**src/rtl/pattern_out_pkg.sv**
```systemverilog
package pattern_out_pkg;

  typedef enum logic [1:0] {
    KIND_SAMPLE  = 2'b00,
    KIND_QUIET   = 2'b01,
    KIND_LAST    = 2'b10,
    KIND_REARM   = 2'b11
  } elemKindT;

  // strobes from control to datapath
  typedef struct packed {
    logic loadBus;   // capture element value on dataOut
    logic markValid; // qualify the captured value as a sample
  } outCtrlT;

endpackage

```
**src/rtl/pattern_out_ctrl.sv**
```systemverilog
module pattern_out_ctrl
  import pattern_out_pkg::*;
(
  input  logic     clk,
  input  logic     rst,
  input  logic [1:0] elemKind,
  input  logic     elemEmpty,
  input  logic     gateOpen,
  input  logic     trigFire,
  output logic     elemRead,
  output logic     trigReset,
  output logic     finished,
  output outCtrlT  ctrl
);

  logic trigActive;
  logic rearmPending;
  elemKindT kindNow;

  assign kindNow   = elemKindT'(elemKind);
  assign elemRead  = trigActive && gateOpen && !elemEmpty && !finished;
  assign trigReset = rearmPending && trigFire;

  always_comb begin
    ctrl.loadBus   = elemRead && (kindNow != KIND_REARM);
    ctrl.markValid = elemRead && (kindNow == KIND_SAMPLE);
  end

  always_ff @(posedge clk) begin
    if (rst) begin
      trigActive   <= 1'b0;
      rearmPending <= 1'b0;
      finished     <= 1'b0;
    end else begin
      if (elemRead && kindNow == KIND_REARM) begin
        trigActive   <= 1'b0;
        rearmPending <= 1'b1;
      end else begin
        if (trigFire && !rearmPending) trigActive <= 1'b1;
        if (!trigFire) rearmPending <= 1'b0;
      end
      if (elemRead && kindNow == KIND_LAST) finished <= 1'b1;
    end
  end

endmodule

```
**src/rtl/pattern_out_dp.sv**
```systemverilog
module pattern_out_dp
  import pattern_out_pkg::*;
#(
  parameter int DW = 32
) (
  input  logic          clk,
  input  logic          rst,
  input  outCtrlT       ctrl,
  input  logic [DW-1:0] elemData,
  output logic [DW-1:0] dataOut,
  output logic          sampleValid,
  output logic          sampleStrobe
);

  always_ff @(posedge clk) begin
    if (rst) begin
      dataOut     <= '0;
      sampleValid <= 1'b0;
    end else begin
      if (ctrl.loadBus) dataOut <= elemData;
      sampleValid <= ctrl.markValid;
    end
  end

  // strobe lives in the low half of the clock
  assign sampleStrobe = sampleValid && !clk;

endmodule

```
**src/rtl/pattern_out_stage.sv**
```systemverilog
module pattern_out_stage
  import pattern_out_pkg::*;
#(
  parameter int DW = 32
) (
  input  logic          clk,
  input  logic          rst,
  input  logic [DW-1:0] elemData,
  input  logic [1:0]    elemKind,
  input  logic          elemEmpty,
  output logic          elemRead,
  input  logic          gateOpen,
  input  logic          trigFire,
  output logic          trigReset,
  output logic [DW-1:0] dataOut,
  output logic          sampleValid,
  output logic          sampleStrobe,
  output logic          finished
);

  outCtrlT ctrl;

  pattern_out_ctrl u_ctrl (
    .clk       (clk),
    .rst       (rst),
    .elemKind  (elemKind),
    .elemEmpty (elemEmpty),
    .gateOpen  (gateOpen),
    .trigFire  (trigFire),
    .elemRead  (elemRead),
    .trigReset (trigReset),
    .finished  (finished),
    .ctrl      (ctrl)
  );

  pattern_out_dp #(.DW(DW)) u_dp (
    .clk          (clk),
    .rst          (rst),
    .ctrl         (ctrl),
    .elemData     (elemData),
    .dataOut      (dataOut),
    .sampleValid  (sampleValid),
    .sampleStrobe (sampleStrobe)
  );

endmodule

```
**config.mk**
```make
export PLATFORM = sky130hd
export DESIGN_NAME = pattern_out_stage
export DESIGN_NICKNAME = d
export VERILOG_FILES = /design/src/rtl/pattern_out_pkg.sv /design/src/rtl/pattern_out_ctrl.sv /design/src/rtl/pattern_out_dp.sv /design/src/rtl/pattern_out_stage.sv
export SDC_FILE = /design/constraint.sdc
export NUM_CORES = 1
export LEC_CHECK = 0
export BUFFER_PORTS_ARGS = -buffer_cell sky130_fd_sc_hd__clkbuf_2
export CORE_MARGIN = 1
export CORE_UTILIZATION = 49
export DETAILED_ROUTE_END_ITERATION = 10
export GPL_TIMING_DRIVEN = 0
export PLACE_DENSITY = 0.85
export SYNTH_ARGS = -nofsm -noshare
export SYNTH_HDL_FRONTEND = slang
export SYNTH_SLANG_ARGS = --single-unit
```
**constraint.sdc**
```tcl
create_clock -name clk -period 2.5 [get_ports clk]
set_clock_uncertainty 0.05 [all_clocks]
set_input_delay 0.25 -clock clk [delete_from_list [all_inputs] [get_ports clk]]
set_output_delay 0.25 -clock clk [all_outputs]
set_load 0.03 [all_outputs]
```
==> metrics.md, run 1 <==
| Metric | Value |
|---|---|
| Status | finished, final reports clean |
| Clk network pwr share | 33.5% |
| Area of the mapped netlist | 1610 um^2 |
| Number of placement rows | 20 |
| Fillers | 216 |
| Diodes inserted | 0 |
| Distinct cell type count of the synthesized netlist | 16 |
| Final Core Density | 79.2% |
| Post-CTS setup-driven buffer insertion count | 0 |
| Core footprint | 3080 um^2 |
| Iteration count of the initial detailed-routing pass | 4 |
| Wire length of the first global-routing pass | 6210 um |
| IR drop worst, VDD | 0.326 mV |
| Fraction of power consumed by sequential logic | 50.5% |
| P per Cell Area | 483 nW/um^2 |
| Overall die width | 59.3 um |
| Number of nets in the final layout | 311 |
| Final weighted congestion of routability-driven global placement | 0.794 |
| Via/cell ratio | 4.58 |
| Number of gates resized after CTS | 0 |
| Quantity of I/O buffers inserted on ports | 74 |
| Number of primary I/O pins | 76 |
| Max-cap violations | 0 |
| Number of non-filler instances in the completed layout | 317 |
| Leakage dissipation | 1.05 nW |
| Clock tree from TritonCTS | done |
| Number of placed instances, taps included | 274 |
| Mean instance size in the synthesized netlist | 10.3 um^2 |
| Final Slew Violations | 0 |
| Sw Share | 25.1% |
| Logic gate share of total power | 16.0% |
| Worst-Margin Slew | 360 ps |
| Die area | 3520 um^2 |
| Critical Path RT | 2200 ps |
| Count of hold buffers inserted by post-cts repair | 31 |
| Global route overflow | 0 |
| Final setup violation count | 0 |
| Antenna violations before repair | 0 |
| Die span in y | 59.3 um |
| Initial drt markers | 40 |
| NetSw | 296 uW |
| Antenna viol nets, final | 0 |
| Cell count after synthesis | 156 |
| Commonest non-fill, non-tap cells in the layout | clkbuf_2, nand2b_1, dfxtp_1 |
| Starting utilization of the core area | 52.3% |
| Final routed DRC violation total | 0 |
| Max-slew headroom at the worst pin | 76.0% |
| Clock transition at path regs | 100 ps |
| Number of global-route vias before repair | 1,474 |
| GR Util All Layers | 24.6% |
| Max Fanout on Critical Path | 2 |
| Element type at the critical path end | primary output |
| Data arrival at the endpoint of the critical path | 1790 ps |
| Synth-to-layout area growth | 51.4% |
| Setup repair after global routing missed its margin | false |
| Sequential area share after synthesis | 44.8% |
| Most common library cell in the layout ignoring fill and taps | clkbuf_2 |
| Skew-Pair Late Insertion Delay | 450 ps |
| Setup total negative slack | 0 ps |
| Synthesis warning total | 0 |
| Largest net degree at the start of global routing | 11 |
| Internal portion of total power | 882 uW |
| Critical path start-end classification | clock port to primary output |
| Synth Register Bits | 36 |
| Worst min-delay path category | input port to flip-flop |
| Detail Placement HPWL | 2370 um |
| Total via count after detailed routing | 1,452 |
| Routed wire length | 3920 um |
| Post-Synthesis Net Count | 195 |
| Placement-stage worst setup slack | 668 ps |
| Nature of the critical path startpoint | clock port |
| Smallest setup slack after layout | 408 ps |
| Fin. Hold Viols | 0 |
| Layout cell share with drive strength beyond 1 | 32.2% |
| Routed WL per cell | 12.4 um |
==> cells by family after synthesis <==
family	Yosys count	share of synthesized area (%)
DFF	36	44.8
buffers and inverters	12	4.90
AOI/OAI and AO/OA	5	2.80
and+or+nand+nor	71	27.7
muxes	32	19.9
==> path summary, 6_finish.rpt <==
path / from / endpoint / slack [ps] / depth (start not counted)
hold / removal: elemData[18] / u_dp.dataOut[18]$_SDFFE_PP0P_ / 20 / 3
setup reg to reg: u_ctrl.finished$_SDFFE_PP0P_ / u_dp.dataOut[22]$_SDFFE_PP0P_ / 960 / 4
hold reg to reg: u_dp.dataOut[0]$_SDFFE_PP0P_ / u_dp.dataOut[0]$_SDFFE_PP0P_ / 420 / 2
setup / recovery: clk / sampleStrobe / 410 / 4
==> worst max-delay path: stages <==
cell and delay, ps:
clkbuf_4 110, clkbuf_4 120, nor2b_1 100, clkbuf_2 210
==> metrics by stage <==
stage	total power, mW	hold slack (ps)	area, um^2
6_report	1.18	18.6	2440
5_1_grt	1.23	18.9	2440
4_1_cts	1.18	3.32	2430
3_5_place_dp	0.755	387	2040
3_3_place_gp	0.754	387	2040
2_1_floorplan	0.699	277	1610
==> layout make-up <==
cell class	instances	area, um^2	share of cell area, %
Sequential cell	36	721	29.6
Multi-Input combinational cell	108	811	33.3
Tap cell	44	55.1	2.26
Clock buffer	12	86.3	3.54
Inverter	2	7.51	0.308
Buffer	10	71.3	2.93
Timing Repair Buffer	105	686	28.1
==> registers in the layout (all words and copies together) (netlist names) <==
register and flops:
u_ctrl.trigActive 1, u_dp.sampleValid 1, u_dp.dataOut 32, u_ctrl.finished 1, u_ctrl.rearmPending 1
==> synth_stat cells <==
library cell	count	area share, %
nor2_1	2	0.47
mux2i_1	32	20
nor3_1	1	0.31
a311oi_1	1	0.54
a31oi_1	2	0.78
inv_1	2	0.47
a21boi_4	1	1.2
nor2b_1	1	0.39
nand2_1	1	0.23
and2_1	1	0.39
a21oi_1	1	0.31
dfxtp_1	36	45
and4bb_4	1	1.0
nand2b_1	64	25
clkbuf_1	7	1.6
buf_8	3	2.8
==> power by group through the flow <==
stage               clock network, mW  registers (mW)  logic [mW]
finish                          0.394           0.595       0.188
global route                    0.436           0.597       0.202
CTS                             0.400           0.595       0.185
detailed placement           0.000899           0.608       0.147
global placement             0.000899           0.608       0.145
floorplan                    0.000711           0.632      0.0663
==> per-layer routing <==
metal / vias up / share of wire [%] / GRT usage [%]
met2: 52 / 51 / 44.5
li1: 740 / - / -
met1: 654 / 40 / 24.0
met3: 6 / 6.9 / 11.1
met5: - / 0 / 0
met4: 0 / 1.2 / 9.86
(Power assumes the default switching activity.)
==> run 2, diff against run 1 <==
--- a/config.mk
+++ b/config.mk
@@ -5,12 +5,13 @@
 export SDC_FILE = /design/constraint.sdc
 export NUM_CORES = 1
 export LEC_CHECK = 0
+export ABC_AREA = 1
 export BUFFER_PORTS_ARGS = -buffer_cell sky130_fd_sc_hd__clkbuf_2
 export CORE_MARGIN = 1
-export CORE_UTILIZATION = 49
+export CORE_UTILIZATION = 43
 export DETAILED_ROUTE_END_ITERATION = 10
 export GPL_TIMING_DRIVEN = 0
-export PLACE_DENSITY = 0.85
+export PLACE_DENSITY = 0.77
 export SYNTH_ARGS = -nofsm -noshare
 export SYNTH_HDL_FRONTEND = slang
 export SYNTH_SLANG_ARGS = --single-unit
==> constraint.sdc (replaced) <==
create_clock -name clk -period 1.7 [get_ports clk]
set_clock_uncertainty 0.05 [all_clocks]
set_input_delay 0.17 -clock clk [delete_from_list [all_inputs] [get_ports clk]]
set_output_delay 0.17 -clock clk [all_outputs]
set_load 0.03 [all_outputs]
==> run 2 against run 1 <==
Count of clock-buffer cells in the layout down 2; worst setup slack worse by 350 ps; design area up 1.3%; critical path type is now input port to flip-flop.
==> metrics.md, run 2 <==
| Metric | Value |
|---|---|
| Status | finished, final reports clean |
| Iteration count of the initial detailed-routing pass | 4 (unchanged) |
| Synthesis warning total | 0 (unchanged) |
| Final routed DRC violation total | 0 (unchanged) |
| Worst min-delay path category | input port to flip-flop |
| Synth Area in Adders | 0% (unchanged) |
| Largest net degree at the start of global routing | 19 (+8) |
| Setup total negative slack | 0 ps (unchanged) |
| Critical path start-end classification | input port to flip-flop |
| Detail Placement HPWL | 2840 um (+20%) |
| Routed wire length | 4160 um (+6.1%) |
| Main area contributors after synthesis | dfxtp_1, inv_1, nand2_1, nand4_1, nor2_1 |
| Quantity of I/O buffers inserted on ports | 75 (+1.4%) |
| Capturing point of the worst reg2reg path | u_ctrl.rearmPending$_SDFFE_PP0P_ |
| Total via count after detailed routing | 1,891 (+30%) |
| Worst-Margin Slew | 489 ps (+129 ps) |
| Cell count after synthesis | 301 (+93%) |
| Flip-flop count of the largest register after layout | 32 (unchanged) |
| P per Cell Area | 828 nW/um^2 (+71%) |
| Layout cell share with drive strength beyond 1 | 25.8% (-6.5 points) |
| Mean instance size in the synthesized netlist | 6.11 um^2 (-41%) |
| Fillers | 404 (+87%) |
| Core footprint | 4060 um^2 (+32%) |
| Max Fanout on Critical Path | 7 (+5) |
| Initial drt markers | 90 (+130%) |
| Setup repair after global routing missed its margin | false |
| Logic gate share of total power | 16.6% (+0.6 points) |
| Most common library cell in the layout ignoring fill and taps | inv_1 |
| Source of the worst register-to-register timing path | u_ctrl.trigActive$_SDFFE_PP0P_ |
| Diodes inserted | 0 (unchanged) |
| GR Util All Layers | 20.1% (-4.4 points) |
| Global-route met2 utilization | 32.6% (-12 points) |
| Hold-critical path endpoint | u_dp.dataOut[3]$_SDFFE_PP0P_ |
| Global route overflow | 0 (unchanged) |
| Number of placement rows | 23 (+15%) |
| Ranking of synthesized cells by instance count | inv_1, nand2_1, nor2_1 |
| Internal portion of total power | 1.47 mW (+67%) |
| Clk network pwr share | 39.7% (+6.2 points) |
| Met3 track utilization from global routing | 7.09% (-4.0 points) |
| Number of nets in the final layout | 430 (+38%) |
| Starting utilization of the core area | 45.4% (-7.0 points) |
| Synth-to-layout area growth | 34.1% |
| Simple-Gate Fraction of Synth Area | 34.9% (+7.3 points) |
| Dominant combinational cell family by area after synthesis | simple AND/OR/NAND/NOR gates |
| Synth Flop Type | dfxtp_1 |
| Data arrival at the endpoint of the critical path | 1920 ps (+130 ps) |
| Sw Share | 27.9% (+2.8 points) |
| Mux share of post-synthesis cell area | 0% (-20 points) |
| FMAX | 610 MHz |
| Antenna viol nets, final | 0 (unchanged) |
| Hold depth | 5 (+2) |
| Post-Synthesis Net Count | 340 (+74%) |
| Number of enable flip-flop cells after synthesis | 0 (unchanged) |
| Skew-Pair Late Insertion Delay | 390 ps (-60 ps) |
| Compound-Gate Fraction of Synth Area | 0.816% (-2.0 points) |
| Number of primary I/O pins | 76 (unchanged) |
| GRT busiest layer | met2 |
| Fraction of power consumed by sequential logic | 43.7% (-6.8 points) |
| Post-synth top area cell | dfxtp_1 |
| Area of the mapped netlist | 1840 um^2 (+14%) |
| Final setup violation count | 0 (unchanged) |
| Most numerous cell in the Yosys netlist | inv_1 |
| Number of global-route vias before repair | 1,623 (+10%) |
| Async set-or-reset flop fraction in the synthesized netlist | 0% (unchanged) |
| GR Layer Usage met1 | 23.3% (-0.71 points) |
| NetSw | 571 uW (+93%) |
| Wire length of the first global-routing pass | 6800 um (+9.4%) |
| Max-slew headroom at the worst pin | 67.4% (-8.6 points) |
| Synthesized-area fraction occupied by xor and xnor cells | 0% (unchanged) |
| Die area | 4550 um^2 (+29%) |
| Clock period minus final worst setup slack | 1640 ps |
| Clock tree from TritonCTS | done |
| Fin. Hold Viols | 0 (unchanged) |
| Leakage dissipation | 1.48 nW (+41%) |
| Routed WL per cell | 9.41 um (-24%) |
| Element type at the critical path end | flip-flop |
| Die span in y | 67.4 um (+14%) |
| Register bank with the most flops | u_dp.dataOut |
| Share of the clock period used by the worst path after layout | 96.4% |
| Commonest non-fill, non-tap cells in the layout | inv_1, clkbuf_2, nand2_1 |
| Via/cell ratio | 4.28 (-6.6%) |
| Critical Path RT | 1980 ps (-220 ps) |
| Final weighted congestion of routability-driven global placement | 0.821 (+3.4%) |
| Antenna violations before repair | 0 (unchanged) |
| Overall die width | 67.4 um (+14%) |
| Register-to-Register Path Depth | 5 (+1) |
| IR drop worst, VDD | 0.551 mV (+69%) |
| Sequential area share after synthesis | 39.2% (-5.6 points) |
| Total power draw | 2.04 mW (+74%) |
| Final Slew Violations | 0 (unchanged) |
| Clock transition at path regs | 70 ps (-30 ps) |
| Distinct cell type count of the synthesized netlist | 14 (-2) |
| Top-area cell type share of the netlist area | 39.2% (-5.6 points) |
| Register-to-Register Setup Slack | 110 ps (-850 ps) |
| Max-cap violations | 0 (unchanged) |
| Nature of the critical path startpoint | input port |
| Synth Register Bits | 36 (unchanged) |
| Start point of the worst min-delay path | elemData[3] |
==> run 2: changes by cell type after synthesis, moves of 2 or more <==
cell	previous run	this run
nand2_1	1	70
a21oi_1	1	3
nand2b_1	64	0
a31oi_1	2	0
buf_2	0	12
mux2i_1	32	0
clkbuf_1	7	3
nand4_1	0	32
buf_8	3	0
inv_1	2	102
nor2_1	2	37
==> run 2: stage by stage <==
step | setup slack [ps] | instances | cell area [um^2] | utilization, % | hold WS (ps)
5_1_grt | 5.04 | 442 | 2470 | 60.8 | 47.2
3_3_place_gp | 310 | 426 | 2280 | 56.2 | 306
6_report | 61.7 | 442 | 2470 | 60.8 | 47.6
2_1_floorplan | 217 | 301 | 1840 | - | 189
3_5_place_dp | 307 | 426 | 2280 | 56.2 | 306
4_1_cts | 41.9 | 442 | 2470 | 60.8 | 36.7
==> run 2: layout make-up <==
| cell class | instances | area [um^2] | share of cell area (%) |
|---|---|---|---|
| well taps | 50 | 62.6 | 2.53 |
| inverters | 104 | 392 | 15.9 |
| multi-input cells | 146 | 658 | 26.7 |
| clock inverters | 2 | 10.0 | 0.405 |
| plain buffers | 14 | 68.8 | 2.79 |
| repair buffers | 80 | 428 | 17.3 |
| flip-flops and latches | 36 | 721 | 29.2 |
| clock buffers | 10 | 129 | 5.22 |
==> run 2: metal layers <==
layer,share of wire (%),wire [um],vias to the layer above
li1,-,-,1038
met4,2.1,89,0
met3,5.8,240,10
met1,45,1880,788
met2,47,1950,55
met5,0,0,-
==> run 2: cells by family (layout without fill, tap and decap cells) <==
family | count (synthesis) | after routing
AO/OA/AOI/OAI | 3 | 3
AND/OR/NAND/NOR | 143 | 143
buffers and inverters | 119 | 210
flip-flops | 36 | 36
==> run 2: worst max-delay path by stage <==
stage	cells past startpoint	to	slack [ps]	startpoint
after floorplan	1	sampleStrobe	220	clk
after global placement	5	elemRead	310	u_ctrl.finished$_SDFFE_PP0P_
after detailed placement	5	elemRead	310	u_ctrl.finished$_SDFFE_PP0P_
after CTS	5	elemRead	40	u_ctrl.trigActive$_SDFFE_PP0P_
after global routing	5	elemRead	5	u_ctrl.trigActive$_SDFFE_PP0P_
final	6	u_ctrl.rearmPending$_SDFFE_PP0P_	60	elemKind[0]
==> run 2: repair_timing <==
action,CTS,global route
gates resized for setup,1,1
setup buffers,1,0
setup endpoints to repair,1,1
pin swaps,1,0
endpoints found under the hold margin,4,0
hold buffers,5,0
==> run 2: power by group through the flow <==
stage	sequential, mW	combinational (mW)	clock (mW)
after global placement	0.911	0.326	0.00136
after detailed placement	0.912	0.329	0.00136
after floorplan	0.972	0.159	0.00109
after CTS	0.892	0.341	0.839
after global routing	0.896	0.385	0.871
final	0.893	0.339	0.811
==> run 2: critical path, cell delays in order <==
cell and delay, ps:
dlygate4sd3_1 530, clkbuf_2 120, nand2_1 170, nand3b_1 240, a21oi_1 140, dlygate4sd3_1 550
==> run 3, diff against run 2 <==
--- a/config.mk
+++ b/config.mk
@@ -8,10 +8,12 @@
 export ABC_AREA = 1
 export BUFFER_PORTS_ARGS = -buffer_cell sky130_fd_sc_hd__clkbuf_2
 export CORE_MARGIN = 1
-export CORE_UTILIZATION = 43
+export CORE_UTILIZATION = 41
 export DETAILED_ROUTE_END_ITERATION = 10
 export GPL_TIMING_DRIVEN = 0
-export PLACE_DENSITY = 0.77
+export PLACE_DENSITY = 0.76
+export REMOVE_ABC_BUFFERS = 1
 export SYNTH_ARGS = -nofsm -noshare
 export SYNTH_HDL_FRONTEND = slang
+export SYNTH_HIERARCHICAL = 1
 export SYNTH_SLANG_ARGS = --single-unit
==> run 3 against run 2 <==
Via count fell by 20%; critical endpoint is now sampleStrobe; worst hold slack worse by 34 ps; combinational power fell by 20%; first-iteration DRC count is 37% lower.
==> metrics.md, run 3 <==
| Metric | Value |
|---|---|
| Clock transition at path regs | 70 ps (about the same) |
| Max-slew headroom at the worst pin | 63.5% (-4.0 points) |
| Detail Placement HPWL | 2070 um (-27%) |
| Layout Cell Area excl Fill | 2110 um^2 (-14%) |
| Main area contributors after synthesis | dfxtp_1, nor2_1, nand2_1, inv_1, buf_6 |
| Mean instance size in the synthesized netlist | 6.62 um^2 (+8.2%) |
| Hold depth | 5 (unchanged) |
| Internal portion of total power | 1.41 mW (-4.3%) |
| Starting utilization of the core area | 42.5% (-2.9 points) |
| Largest net degree at the start of global routing | 33 (+14) |
| Max Fanout on Critical Path | 2 (-5) |
| Sequential area share after synthesis | 46.3% (+7.2 points) |
| Source of the worst register-to-register timing path | u_ctrl/finished$_SDFFE_PP0P_ |
| Critical path start-end classification | clock port to primary output |
| Data arrival at the endpoint of the critical path | 1390 ps (-530 ps) |
| Wire length of the first global-routing pass | 5230 um (-23%) |
| Number of primary I/O pins | 76 (unchanged) |
| Fillers | 367 (-9.2%) |
| Final weighted congestion of routability-driven global placement | 0.661 (-19%) |
| Fin. Hold Viols | 0 (unchanged) |
| Synth Register Bits | 36 (unchanged) |
| Critical Path RT | 1480 ps (-500 ps) |
| Sw Share | 25.8% (-2.1 points) |
| Max-cap violations | 0 (unchanged) |
| Leakage dissipation | 1.19 nW (-19%) |
| Iteration count of the initial detailed-routing pass | 4 (unchanged) |
| Top-area cell type share of the netlist area | 46.3% (+7.2 points) |
| IR drop worst, VDD | 0.745 mV (+35%) |
| Capturing point of the worst reg2reg path | u_dp/dataOut[13]$_SDFFE_PP0P_ |
| Setup repair after global routing missed its margin | false |
| Nature of the critical path startpoint | clock port |
| Core footprint | 3660 um^2 (-9.8%) |
| Most common library cell in the layout ignoring fill and taps | clkbuf_2 |
| Placement-stage worst setup slack | -104 ps (-412 ps) |
| NetSw | 491 uW (-14%) |
| Antenna viol nets, final | 0 (unchanged) |
| Clock tree from TritonCTS | done |
| Number of placement rows | 22 (-4.3%) |
| Number of placed instances, taps included | 349 (-18%) |
| Element type at the critical path end | primary output |
| Fraction of power consumed by sequential logic | 47.0% (+3.3 points) |
| Post-synth top area cell | dfxtp_1 |
| Routed WL per cell | 8.57 um (-8.9%) |
| Area of the mapped netlist | 1560 um^2 (-15%) |
| Commonest non-fill, non-tap cells in the layout | clkbuf_2, nor2_1, nand2_1 |
| Flip-flop count of the largest register after layout | 32 (unchanged) |
| GR Util All Layers | 17.0% (-3.1 points) |
| Status | finished, final reports clean |
| Most numerous cell in the Yosys netlist | nor2_1 |
| Smallest setup slack after layout | 90.7 ps (+29.0 ps) |
| Synthesis warning total | 6 (+6) |
| Synth-to-layout area growth | 36.0% |
| Layout cell share with drive strength beyond 1 | 30.7% (+4.9 points) |
| Register-to-Register Path Depth | 7 (+2) |
| Synth Flop Type | dfxtp_1 |
| Routed wire length | 3120 um (-25%) |
| Clk network pwr share | 38.8% (-0.9 points) |
| Total via count after detailed routing | 1,505 (-20%) |
| Number of enable flip-flop cells after synthesis | 0 (unchanged) |
| P per Cell Area | 898 nW/um^2 (+8.5%) |
| Quantity of I/O buffers inserted on ports | 75 (unchanged) |
| Worst-Margin Slew | 547 ps (+58.5 ps) |
| Die span in y | 63.6 um (-5.7%) |
| Worst min-delay path category | input port to flip-flop |
| Number of nets in the final layout | 355 (-17%) |
| Diodes inserted | 0 (unchanged) |
| Hold-critical path endpoint | u_dp/dataOut[21]$_SDFFE_PP0P_ |
| Overall die width | 63.6 um (-5.7%) |
| Async set-or-reset flop fraction in the synthesized netlist | 0% (unchanged) |
| Ranking of synthesized cells by instance count | nor2_1, nand2_1, inv_1 |
| Final Slew Violations | 0 (unchanged) |
| Register-to-Register Setup Slack | 310 ps (+200 ps) |
| Initial drt markers | 57 (-37%) |
| Final setup violation count | 0 (unchanged) |
| Cell count after synthesis | 235 (-22%) |
| Number of global-route vias before repair | 1,290 (-21%) |
| Global route overflow | 0 (unchanged) |
| Cell area reported after detailed placement | 1930 um^2 (-15%) |
| Number of non-filler instances in the completed layout | 364 (-18%) |
| Setup total negative slack | 0 ps (unchanged) |
| Distinct cell type count of the synthesized netlist | 12 (-2) |
| Logic gate share of total power | 14.2% (-2.4 points) |
| Via/cell ratio | 4.13 (-3.4%) |
| Final routed DRC violation total | 0 (unchanged) |
| Skew-Pair Late Insertion Delay | 380 ps (about the same) |
| Start point of the worst min-delay path | elemData[21] |
| Antenna violations before repair | 0 (unchanged) |
| Die area | 4040 um^2 (-11%) |
| Register bank with the most flops | u_dp/dataOut |
## run 3: changes by cell type after synthesis, moves of 2 or more
cell,delta
buf_2,-9
inv_1,-62
nor2_1,+34
inv_2,+2
a21oi_2,+2
buf_6,+7
clkbuf_1,-3
a21oi_1,-3
nand4_1,-32
## run 3: timing repair
item                                    CTS  global route
resized for setup                         0             2
cloned                                    1             0
pin swaps                                 1             0
endpoints found under the setup margin   16             2
hold buffers                              3             0
hold endpoints to repair                  3             0
setup buffers                             1             0
## run 3: power groups by stage
stage / Combinational (mW) / Clock [mW] / Sequential [mW]
final: 0.270 / 0.737 / 0.892
after global routing: 0.300 / 0.801 / 0.895
after CTS: 0.270 / 0.767 / 0.892
after detailed placement: 0.258 / 0.00136 / 0.911
after global placement: 0.253 / 0.00136 / 0.910
after floorplan: 0.102 / 0.00109 / 0.969
## run 3: logic make-up (layout without fill, tap and decap cells)
group | count (synthesis) | in the layout | synth area share [%]
AOI/OAI and AO/OA | 2 | 2 | 1.13
and+or+nand+nor | 144 | 145 | 36.1
DFF | 36 | 36 | 46.3
buffers and inverters | 53 | 133 | 16.4
## run 3: worst max path at each step
stage,startpoint,to,slack [ps],cells past startpoint
floorplan,u_ctrl/finished$_SDFFE_PP0P_,u_dp/dataOut[28]$_SDFFE_PP0P_,-1370,6
global placement,u_ctrl/finished$_SDFFE_PP0P_,u_dp/dataOut[25]$_SDFFE_PP0P_,-2110,6
detailed placement,u_ctrl/finished$_SDFFE_PP0P_,u_dp/dataOut[13]$_SDFFE_PP0P_,-100,7
CTS,clk,sampleStrobe,80,4
global route,clk,sampleStrobe,90,4
finish,clk,sampleStrobe,90,4
## run 3: layout make-up
class,instances,area (um^2),share of cell area (%)
multi-input combinational,147,601,28.4
sequential,36,721,34.1
clock buffer,10,119,5.62
timing repair buffer,79,448,21.2
tap,48,60.1,2.84
clock inverter,1,5.00,0.237
inverter,43,161,7.63
## run 3: per-stage QoR
| stage | hold slack (ps) | util, % | power (mW) |
|---|---|---|---|
| 2_1_floorplan | 182 | - | 1.07 |
| 3_3_place_gp | 306 | 51.8 | 1.16 |
| 3_5_place_dp | 306 | 52.8 | 1.17 |
| 4_1_cts | 0.221 | 57.6 | 1.93 |
| 5_1_grt | 4.06 | 57.8 | 2.00 |
| 6_report | 13.2 | 57.8 | 1.90 |
## run 3: layer usage
layer,share of wire [%],wire length (um),track usage (%),vias up
met3,6.6,207,6.88,9
met2,44,1370,27.3,55
met1,47,1460,18.7,620
met5,0,0,0,-
li1,-,-,-,821
met4,2.3,73,10.2,0
## run 3: worst max-delay path, stage by stage
cell	delay, ps
clkbuf_8	110
clkbuf_8	120
nor2_1	90
clkbuf_2	210
